### src/rtl/spimem_pkg.sv
package spimem_pkg;

  localparam int BYTE_W = 8;

  localparam logic [BYTE_W-1:0] OP_WREN  = 8'h06;
  localparam logic [BYTE_W-1:0] OP_WRDI  = 8'h04;
  localparam logic [BYTE_W-1:0] OP_RDSR  = 8'h05;
  localparam logic [BYTE_W-1:0] OP_WRSR  = 8'h01;
  localparam logic [BYTE_W-1:0] OP_READ  = 8'h03;
  localparam logic [BYTE_W-1:0] OP_WRITE = 8'h02;

  typedef enum logic [3:0] {
    ST_IDLE,      // collecting command byte
    ST_ADDR,
    ST_WDATA,
    ST_RDATA,
    ST_STATUS,
    ST_WRSR,
    ST_SRDONE,
    ST_WREN_WAIT,
    ST_IGNORE
  } cmdState_t;

  typedef struct packed {
    logic shiftIn;
    logic capAddr;
    logic incAddr;
    logic loadOut;
    logic shiftOut;
    logic latchData;
    logic srcStatus;
  } dpStrobe_t;

endpackage

### src/rtl/spimem_dp.sv
module spimem_dp
  import spimem_pkg::*;
#(
  parameter int ADDR_W = 15
) (
  input  logic              clk,
  input  logic              rstN,
  input  logic              si,
  input  dpStrobe_t         strb,
  input  logic [BYTE_W-1:0] memRdData,
  input  logic [BYTE_W-1:0] statusIn,
  output logic [BYTE_W-1:0] nextByte,
  output logic [ADDR_W-1:0] memAddr,
  output logic              so,
  output logic [BYTE_W-1:0] wrData
);

  logic [BYTE_W-1:0]        inShift;
  logic [ADDR_W-1:0]        addr;
  logic [BYTE_W-2:0]        outShift;
  logic                     soQ;
  logic [BYTE_W-1:0]        wrDataQ;
  logic [ADDR_W+BYTE_W-1:0] addrCat;
  logic [BYTE_W-1:0]        outSrc;

  assign nextByte = {inShift[BYTE_W-2:0], si};
  assign addrCat  = {addr, nextByte};
  assign outSrc   = strb.srcStatus ? statusIn : memRdData;

  always_ff @(posedge clk or negedge rstN) begin
    if (!rstN) begin
      inShift  <= '0;
      addr     <= '0;
      outShift <= '0;
      soQ      <= 1'b0;
      wrDataQ  <= '0;
    end else begin
      if (strb.shiftIn) inShift <= nextByte;
      if (strb.capAddr)      addr <= addrCat[ADDR_W-1:0];
      else if (strb.incAddr) addr <= addr + ADDR_W'(1);
      if (strb.loadOut)       {soQ, outShift} <= outSrc;
      else if (strb.shiftOut) {soQ, outShift} <= {outShift, 1'b0};
      if (strb.latchData) wrDataQ <= nextByte;
    end
  end

  assign memAddr = addr;
  assign so      = soQ;
  assign wrData  = wrDataQ;

  // capture and increment come from separate control terms; never together
  assert_addr_ops_disjoint_R4: assert property (@(posedge clk) disable iff (!rstN)
    !(strb.capAddr && strb.incAddr));

  assert_out_ops_disjoint_R2: assert property (@(posedge clk) disable iff (!rstN)
    !(strb.loadOut && strb.shiftIn));

endmodule

### src/rtl/spimem_ctrl.sv
module spimem_ctrl
  import spimem_pkg::*;
#(
  parameter int ADDR_BYTES = 2
) (
  input  logic              clk,
  input  logic              rstN,
  input  logic              csN,
  input  logic              sck,
  input  logic              holdN,
  input  logic              busy,
  input  logic [BYTE_W-1:0] nextByte,
  output dpStrobe_t         strb,
  output logic              soEn,
  output logic              wrValid,
  output logic              wrCommit,
  output logic              wenSet,
  output logic              wenClr,
  output logic              statusRd,
  output logic              statusWr
);

  localparam int ABW = (ADDR_BYTES > 1) ? $clog2(ADDR_BYTES) : 1;
  localparam logic [ABW-1:0] LAST_AB = ABW'(ADDR_BYTES - 1);

  cmdState_t      state;
  logic           sckQ, holdQ, held;
  logic [2:0]     bitCnt, outCnt;
  logic [ABW-1:0] abCnt;
  logic           isWrite, gotByte;
  logic           active, sRise, sFall, byteDone, outPhase;

  assign active   = !csN && !held;
  assign sRise    = active && sck && !sckQ;
  assign sFall    = active && !sck && sckQ;
  assign byteDone = sRise && (bitCnt == 3'd7);
  assign outPhase = (state == ST_RDATA) || (state == ST_STATUS);
  assign soEn     = outPhase && active;

  always_comb begin
    strb           = '0;
    strb.shiftIn   = sRise;
    strb.capAddr   = byteDone && (state == ST_ADDR);
    strb.latchData = byteDone && ((state == ST_WDATA) || (state == ST_WRSR));
    strb.loadOut   = sFall && outPhase && (outCnt == 3'd0);
    strb.shiftOut  = sFall && outPhase && (outCnt != 3'd0);
    strb.srcStatus = (state == ST_STATUS);
    strb.incAddr   = wrValid || (sFall && (state == ST_RDATA) && (outCnt == 3'd7));
  end

  always_ff @(posedge clk or negedge rstN) begin
    if (!rstN) begin
      state <= ST_IDLE;
      sckQ <= 1'b0; holdQ <= 1'b1; held <= 1'b0;
      bitCnt <= '0; outCnt <= '0; abCnt <= '0;
      isWrite <= 1'b0; gotByte <= 1'b0;
      wrValid <= 1'b0; wrCommit <= 1'b0; wenSet <= 1'b0;
      wenClr <= 1'b0; statusRd <= 1'b0; statusWr <= 1'b0;
    end else begin
      sckQ     <= sck;
      holdQ    <= holdN;
      wrValid  <= 1'b0;
      wenClr   <= 1'b0;
      statusRd <= 1'b0;
      if (csN)                                 held <= 1'b0;
      else if (!held && holdQ && !holdN && !sck) held <= 1'b1;
      else if (held && holdN && !sck)          held <= 1'b0;

      if (csN) begin
        // end-of-select decisions use the state left by the transfer
        wenSet   <= (state == ST_WREN_WAIT);
        statusWr <= (state == ST_SRDONE);
        wrCommit <= (state == ST_WDATA) && (bitCnt == 3'd0) && gotByte;
        state    <= ST_IDLE;
        bitCnt   <= '0;
        outCnt   <= '0;
        abCnt    <= '0;
        gotByte  <= 1'b0;
      end else begin
        wenSet   <= 1'b0;
        statusWr <= 1'b0;
        wrCommit <= 1'b0;
        if (sRise) bitCnt <= bitCnt + 3'd1;
        if (sFall && outPhase) outCnt <= outCnt + 3'd1;
        if (byteDone) begin
          case (state)
            ST_IDLE: begin
              if (busy && nextByte != OP_RDSR) state <= ST_IGNORE;
              else begin
                case (nextByte)
                  OP_RDSR:  begin state <= ST_STATUS; statusRd <= 1'b1; end
                  OP_READ:  begin state <= ST_ADDR; isWrite <= 1'b0; end
                  OP_WRITE: begin state <= ST_ADDR; isWrite <= 1'b1; end
                  OP_WREN:  state <= ST_WREN_WAIT;
                  OP_WRDI:  begin state <= ST_IGNORE; wenClr <= 1'b1; end
                  OP_WRSR:  state <= ST_WRSR;
                  default:  state <= ST_IGNORE;
                endcase
              end
            end
            ST_ADDR: begin
              if (abCnt == LAST_AB) state <= isWrite ? ST_WDATA : ST_RDATA;
              else abCnt <= abCnt + ABW'(1);
            end
            ST_WDATA: begin wrValid <= 1'b1; gotByte <= 1'b1; end
            ST_WRSR:  state <= ST_SRDONE;
            default:  ;
          endcase
        end else if (sRise && (state == ST_WREN_WAIT || state == ST_SRDONE)) begin
          state <= ST_IGNORE;
        end
      end
    end
  end

  assert_strobes_exclusive_R6: assert property (@(posedge clk) disable iff (!rstN)
    $onehot0({wenSet, wenClr, statusRd, statusWr, wrCommit, wrValid}));

  assert_wen_after_deselect_R6: assert property (@(posedge clk) disable iff (!rstN)
    wenSet |-> $past(csN));

  assert_commit_after_deselect_R10: assert property (@(posedge clk) disable iff (!rstN)
    wrCommit |-> $past(csN));

  assert_hold_freezes_R11: assert property (@(posedge clk) disable iff (!rstN)
    (held && !csN) ##1 !csN |-> $stable(bitCnt) && $stable(outCnt));

  assert_busy_blocks_clear_R13: assert property (@(posedge clk) disable iff (!rstN)
    (byteDone && state == ST_IDLE && busy) |=> !wenClr);

endmodule

### src/rtl/spi_mem_cmd.sv
module spi_mem_cmd
  import spimem_pkg::*;
#(
  parameter int ADDR_W = 15
) (
  input  logic              clk,
  input  logic              rstN,
  input  logic              csN,
  input  logic              sck,
  input  logic              si,
  input  logic              holdN,
  input  logic              busy,
  input  logic [7:0]        memRdData,
  input  logic [7:0]        statusIn,
  output logic              so,
  output logic              soEn,
  output logic [ADDR_W-1:0] memAddr,
  output logic              wrValid,
  output logic [7:0]        wrData,
  output logic              wrCommit,
  output logic              wenSet,
  output logic              wenClr,
  output logic              statusRd,
  output logic              statusWr
);

  localparam int ADDR_BYTES = (ADDR_W + BYTE_W - 1) / BYTE_W;

  dpStrobe_t         strb;
  logic [BYTE_W-1:0] nextByte;

  spimem_ctrl #(.ADDR_BYTES(ADDR_BYTES)) uCtrl (
    .clk(clk), .rstN(rstN), .csN(csN), .sck(sck), .holdN(holdN), .busy(busy),
    .nextByte(nextByte), .strb(strb), .soEn(soEn), .wrValid(wrValid),
    .wrCommit(wrCommit), .wenSet(wenSet), .wenClr(wenClr),
    .statusRd(statusRd), .statusWr(statusWr)
  );

  spimem_dp #(.ADDR_W(ADDR_W)) uDp (
    .clk(clk), .rstN(rstN), .si(si), .strb(strb), .memRdData(memRdData),
    .statusIn(statusIn), .nextByte(nextByte), .memAddr(memAddr), .so(so),
    .wrData(wrData)
  );

endmodule

### config.mk
export PLATFORM = sky130hd
export DESIGN_NAME = spi_mem_cmd
export DESIGN_NICKNAME = d
export VERILOG_FILES = /design/src/rtl/spimem_pkg.sv /design/src/rtl/spimem_dp.sv /design/src/rtl/spimem_ctrl.sv /design/src/rtl/spi_mem_cmd.sv
export SDC_FILE = /design/constraint.sdc
export NUM_CORES = 1
export LEC_CHECK = 0
export BUFFER_PORTS_ARGS = -buffer_cell sky130_fd_sc_hd__buf_4
export CAP_MARGIN = 20
export CORE_MARGIN = 5
export CORE_UTILIZATION = 32
export DETAILED_ROUTE_END_ITERATION = 12
export PLACE_DENSITY_LB_ADDON = 0.12
export SLEW_MARGIN = 40
export SYNTH_ARGS = -nofsm -noshare
export SYNTH_HDL_FRONTEND = slang
export SYNTH_SLANG_ARGS = --single-unit
### constraint.sdc
create_clock -name clk -period 5.4 [get_ports clk]
set_input_delay 1.08 -clock clk [delete_from_list [all_inputs] [get_ports clk]]
set_output_delay 1.08 -clock clk [all_outputs]
set_load 0.02 [all_outputs]
After elaboration in Yosys (flattened, before gate mapping)
Cells that the tools add are included.

Register bits after elaboration: 60. Output and inout port bits: 31. Logic and storage cells: 141. Bits of input ports: 23.

Add/subtract/negate cells: 4. Equality and inequality tests: 18. Reduce and logical (&&, ||, !) cells: 51. Bitwise gates (word level): 2. Mux-type cells: 46.

Operators by type and width (number): $mux 15 (2); $mux 1 (29); $eq 8x3->1 const B (3); $logic_and 1x1->1 (23); $mux 4 (5); $eq 4x3->1 const B (4); $eq 8x2->1 const B (2); $pmux 4 s4 (1); $reduce_bool 2->1 (8); $add 15x1->15 const B (1); $mux 7 (2); $mux 3 (4); $pmux 4 s3 (1); $reduce_bool 3->1 (3); $eq 4x2->1 const B (2); $eq 8x1->1 const B (1); $mux 8 (1); $ne 8x3->1 const B (1); $add 3x1->3 const B (2); $eq 3x3->1 const B (2); $logic_not 3->1 (2); $logic_not 1->1 (5); $ne 5x5->1 const B (1); $reduce_and 5->1 (1); other kinds (10) (15).

Depth between registers and ports, before layout
Depth in word-level cells: 9. Gate-level depth with buffers: 8. Gate-level depth less buffers: 7.

Cells and area by module
Synthesis repeated with hierarchy kept, for this count alone.

Cell total of the unflattened synthesis: 314. Area, all modules: 3258.1 µm².

By module, submodules not included: spimem_dp (sequential area each 950.9 µm², area each 1943.1 µm², times used 1, cells each 181); spimem_ctrl (sequential area each 551.8 µm², area each 1315.0 µm², times used 1, cells each 133).

Worst setup path after synthesis
Ideal clock, no wire load.

Path kind: input to output. Start: input port csN. End: output port soEn. Data required time: 4320 ps. Slack: 2676 ps. Arrival: 1644 ps. Stages: 2. Buffers on the path: 1. Cells stage by stage: buf_6 > a2111oi_4.

Longest elaborated chain between the ends: 3.

Ends and longest elaborated chain: from (decl) (line spi_mem_cmd.sv:8) `input logic csN,`; $logic_not 1->1 (line spimem_ctrl.sv:33) `assign active = !csN && !held;`; $logic_and 1x1->1 (line spimem_ctrl.sv:33); $logic_and 1x1->1 (line spimem_ctrl.sv:38) `assign soEn = outPhase && active;`; to (decl) (line spi_mem_cmd.sv:16) `output logic soEn,`.

Every way passes these cells.

Worst setup path after layout
Start: register uCtrl.state[2]. End: output port soEn.

Longest elaborated chain between the ends: 3. Elaborated cells on any way between the ends: 4. Those cells by class: eq/ne (2); reduce/logical (2).

Ends and longest elaborated chain: from (decl) (line spimem_ctrl.sv:26) `cmdState_t state;`; from (signal assigned) (line spimem_ctrl.sv:102) `if (abCnt == LAST_AB) state <= isWrite ? ST_WDATA : ST_RDATA;`; $eq 4x2->1 / $eq 4x3->1 (equally long branches) (line spimem_ctrl.sv:37) `assign outPhase = (state == ST_RDATA) || (state == ST_STATUS);`; $logic_or 1x1->1 (*) (line spimem_ctrl.sv:37); $logic_and 1x1->1 (*) (line spimem_ctrl.sv:38).

Every way passes the cells marked *; elsewhere a longest branch is shown, timed or not.

==> results.toml <==
[critical_path]
critPathTopFamily = "flip-flops"
timing.critical_path.buf_inv = 1
timing.critical_path.required_ns = 4.32
worstReg2RegStart = "uCtrl.state[2]"
critical_path.cell_chain = "or3b_4, a2111oi_4, buf_4"
cp-startpoint = "uCtrl.state[2]"
critical_path.max_fanout = 12
max_stage_delay_ns = 0.62
critical_path_class = "reg2out"
crit_path_end_kind = "output port"
critical-path-slowest-cell = "dfrtp_1"
arrival_ns = 2.02
crit_path_start_kind = "flop"

[timing]
worst_slew_pin_slew_ns = 0.796
grt_setup_unrepaired = "no"
report.final.slew_viol_count = 0
fmax_mhz = 323
layout_min_cycle_time_ns = 3.10
setup_slack_ns = 2.30
post_route_setup_tns_ns = 0
post-route-period-util = 0.574
slew_headroom = 0.466
clock_skew_ns = 0.00836
setup-violations-final = 0
final-hold-violation-count = 0

[synth]
number_of_flops_mapped_to_enable_cells_by_yosys = 0
netlist-cell-type-count = 51
synth.yosys.seq_area_share = 0.475
syn_inst = 308
synth.cell_area_um2 = 3170
avgSynthCellArea_um2 = 10.3
async_flop_share = 1.00
syn-num-nets = 338
ys_seq_elements = 60
yosysWarningCount = 0
ys.flop_type = "dfrtp_1"

[place]
dp_hpwl_mm = 4.84
numPortBuffers = 53
placement.setup.worst_slack_ns = 2.17
globalplace.congestion = 0.806

[global_routing]
grt_start_max_net_pins = 61
antenna_found_initial = 0
met2_usage = 0.196
number_of_global_route_vias_before_repair = 2417
met1_usage_grt = 0.170
grt_usage = 0.127
globalRoute.busiestLayer = "met2"
grt.overflow.total = 0
grt_use_met3 = 0.0329
grt_pass1_wl_mm = 11.9

[clocking]
cts-htree-levels = 3
ctsResizeCount = 0
cts_num_sinks = 60
cts.clk_slew.worst_paths_ns = 0.06
cts_setup_buffers = 0
count_of_hold_fix_buffers_inserted_at_cts = 0
ctsLongestPathBuffers = 2
numCtsBuffers = 9
clock_tree_from_tritoncts = "yes"
clk-insertion-delay-late_ns = 0.33
cts_root_buf = "clkbuf_8"

[power_and_ir_drop]
power_density_nw_per_um2 = 260
static_power_due_to_leakage_nw = 1.87
total_power_w = 0.000994
max-vdd-ir-drop_v = 0.0000985

[final_layout]
num-nets-final = 385
antenna_cells = 0
post_route_cells_drive_above_1_share = 0.275
area.growth.synth_to_final_pct = 20.9

[floorplanning]
dieWidth_um = 109
floorplan.initialDensity = 0.325
num_io_pins = 54
placeableCoreArea_um2 = 9730
die-area_um2 = 12000
placement_rows = 36
die-height_um = 109

[route]
drt_first_iter_violations = 90
post-route-drc-count = 0
drtAntennaViolNets = 0
postRouteWirelength_mm = 7.15
routedWlPerCell_um = 14.5
via_per_inst = 4.81
num_vias = 2371
total_iterations_of_the_first_detailed_routing_run = 4

[flow_run]
max_cap_viol_count = 0

[outcome]
result_of_the_run = "finished clean"

[worst_hold_path]
hp-start = "uDp.outShift[1]"
hold_path.class = "reg2reg"
registers in the layout (all words and copies together) (netlist names):
name,count
uCtrl.abCnt,1
uCtrl.bitCnt,3
uCtrl.gotByte,1
uCtrl.held,1
uCtrl.holdQ,1
uCtrl.isWrite,1
uCtrl.outCnt,3
uCtrl.sckQ,1
uCtrl.state,4
uCtrl.statusRd,1
uCtrl.statusWr,1
uCtrl.wenClr,1
uCtrl.wenSet,1
uCtrl.wrCommit,1
uCtrl.wrValid,1
uDp.inShift,7
uDp.memAddr,15
uDp.outShift,7
uDp.so,1
uDp.wrData,8
final timing paths:
path                       slack [ns]         endpoint  depth (start not counted)
setup / recovery                 2.30             soEn                          3
setup reg to reg                 2.91  uCtrl.outCnt[1]                          4
min in group asynchronous        0.72  uCtrl.bitCnt[0]                          1
max in group asynchronous        4.28   uDp.memAddr[8]                          1
hold / removal                   0.48  uDp.outShift[1]                          1
hold reg to reg                  0.48  uDp.outShift[1]                          1
final cells by class:
type | instances | area [um^2]
Clock buffer | 11 | 151
Clock inverter | 5 | 50.0
Fill cell | 1009 | 5900
Inverter | 14 | 52.6
Multi-Input combinational cell | 216 | 1500
Sequential cell | 60 | 1500
Tap cell | 133 | 166
Timing Repair Buffer | 54 | 409
report_power, final:
part           internal [W]  switching (W)
clock network      0.000235       0.000175
registers          0.000472      0.0000330
logic             0.0000382      0.0000404
placed cells by master, fill, tap and decap left out, types with 9 or more instances in the layout:
master	synthesis	layout
xor2_1	12	12
mux2i_1	11	11
dfrtp_1	59	59
a21oi_1	21	21
inv_1	14	14
clkbuf_8	0	11
a21o_1	9	9
mux2_2	12	12
nand4_1	11	11
buf_4	1	53
nand2_1	20	20
nor2_1	37	37
Yosys cell counts, types with 2 or more instances:
cell type / n / area share
a211oi_2: 7 / 0.028
a21oi_1: 21 / 0.033
a21o_1: 9 / 0.021
nand2_1: 20 / 0.024
o21ai_0: 6 / 0.0095
o21ai_1: 3 / 0.0047
nor2_1: 37 / 0.044
mux2i_1: 11 / 0.035
or4_1: 2 / 0.0047
xor2_1: 12 / 0.033
ha_1: 7 / 0.028
nand3_1: 6 / 0.0095
mux2_1: 2 / 0.0071
o31ai_1: 2 / 0.0047
nand4_1: 11 / 0.022
o22ai_1: 3 / 0.0059
xnor2_1: 2 / 0.0055
clkbuf_1: 8 / 0.0095
buf_2: 3 / 0.0047
mux2_2: 12 / 0.043
nor4_1: 4 / 0.0079
nor2b_1: 2 / 0.0040
nand3b_1: 4 / 0.0095
and3_1: 4 / 0.0079
and2_1: 2 / 0.0040
nor3_1: 4 / 0.0063
nand2b_1: 4 / 0.0079
a211oi_1: 2 / 0.0047
dfrtp_1: 59 / 0.47
buf_6: 5 / 0.018
inv_1: 14 / 0.017
routing by layer:
| layer | vias to the layer above | part of all wire |
|---|---|---|
| li1 | 1180 | - |
| met4 | 0 | 0.0095 |
| met1 | 1138 | 0.49 |
| met3 | 4 | 0.050 |
| met5 | - | 0 |
| met2 | 49 | 0.45 |
kinds of logic after synthesis:
kind of cell    after synthesis  share of synthesized area
compound gates               60                      0.137
fa+ha+maj                     7                     0.0277
mux                          25                     0.0846
flops                        60                      0.475
simple gates                110                      0.184
buf+inv                      32                     0.0537
xor+xnor                     14                     0.0387
through the flow:
step	hold slack (ns)	cells	area [um^2]	utilization
6_report	0.480	493	3830	0.394
5_1_grt	0.501	493	3830	0.394
4_1_cts	0.486	493	3820	0.393
3_5_place_dp	0.470	477	3620	0.372
3_3_place_gp	0.461	477	3620	0.372
2_1_floorplan	0.438	308	3170	-
No activity file was read; power rests on OpenSTA's default activity.
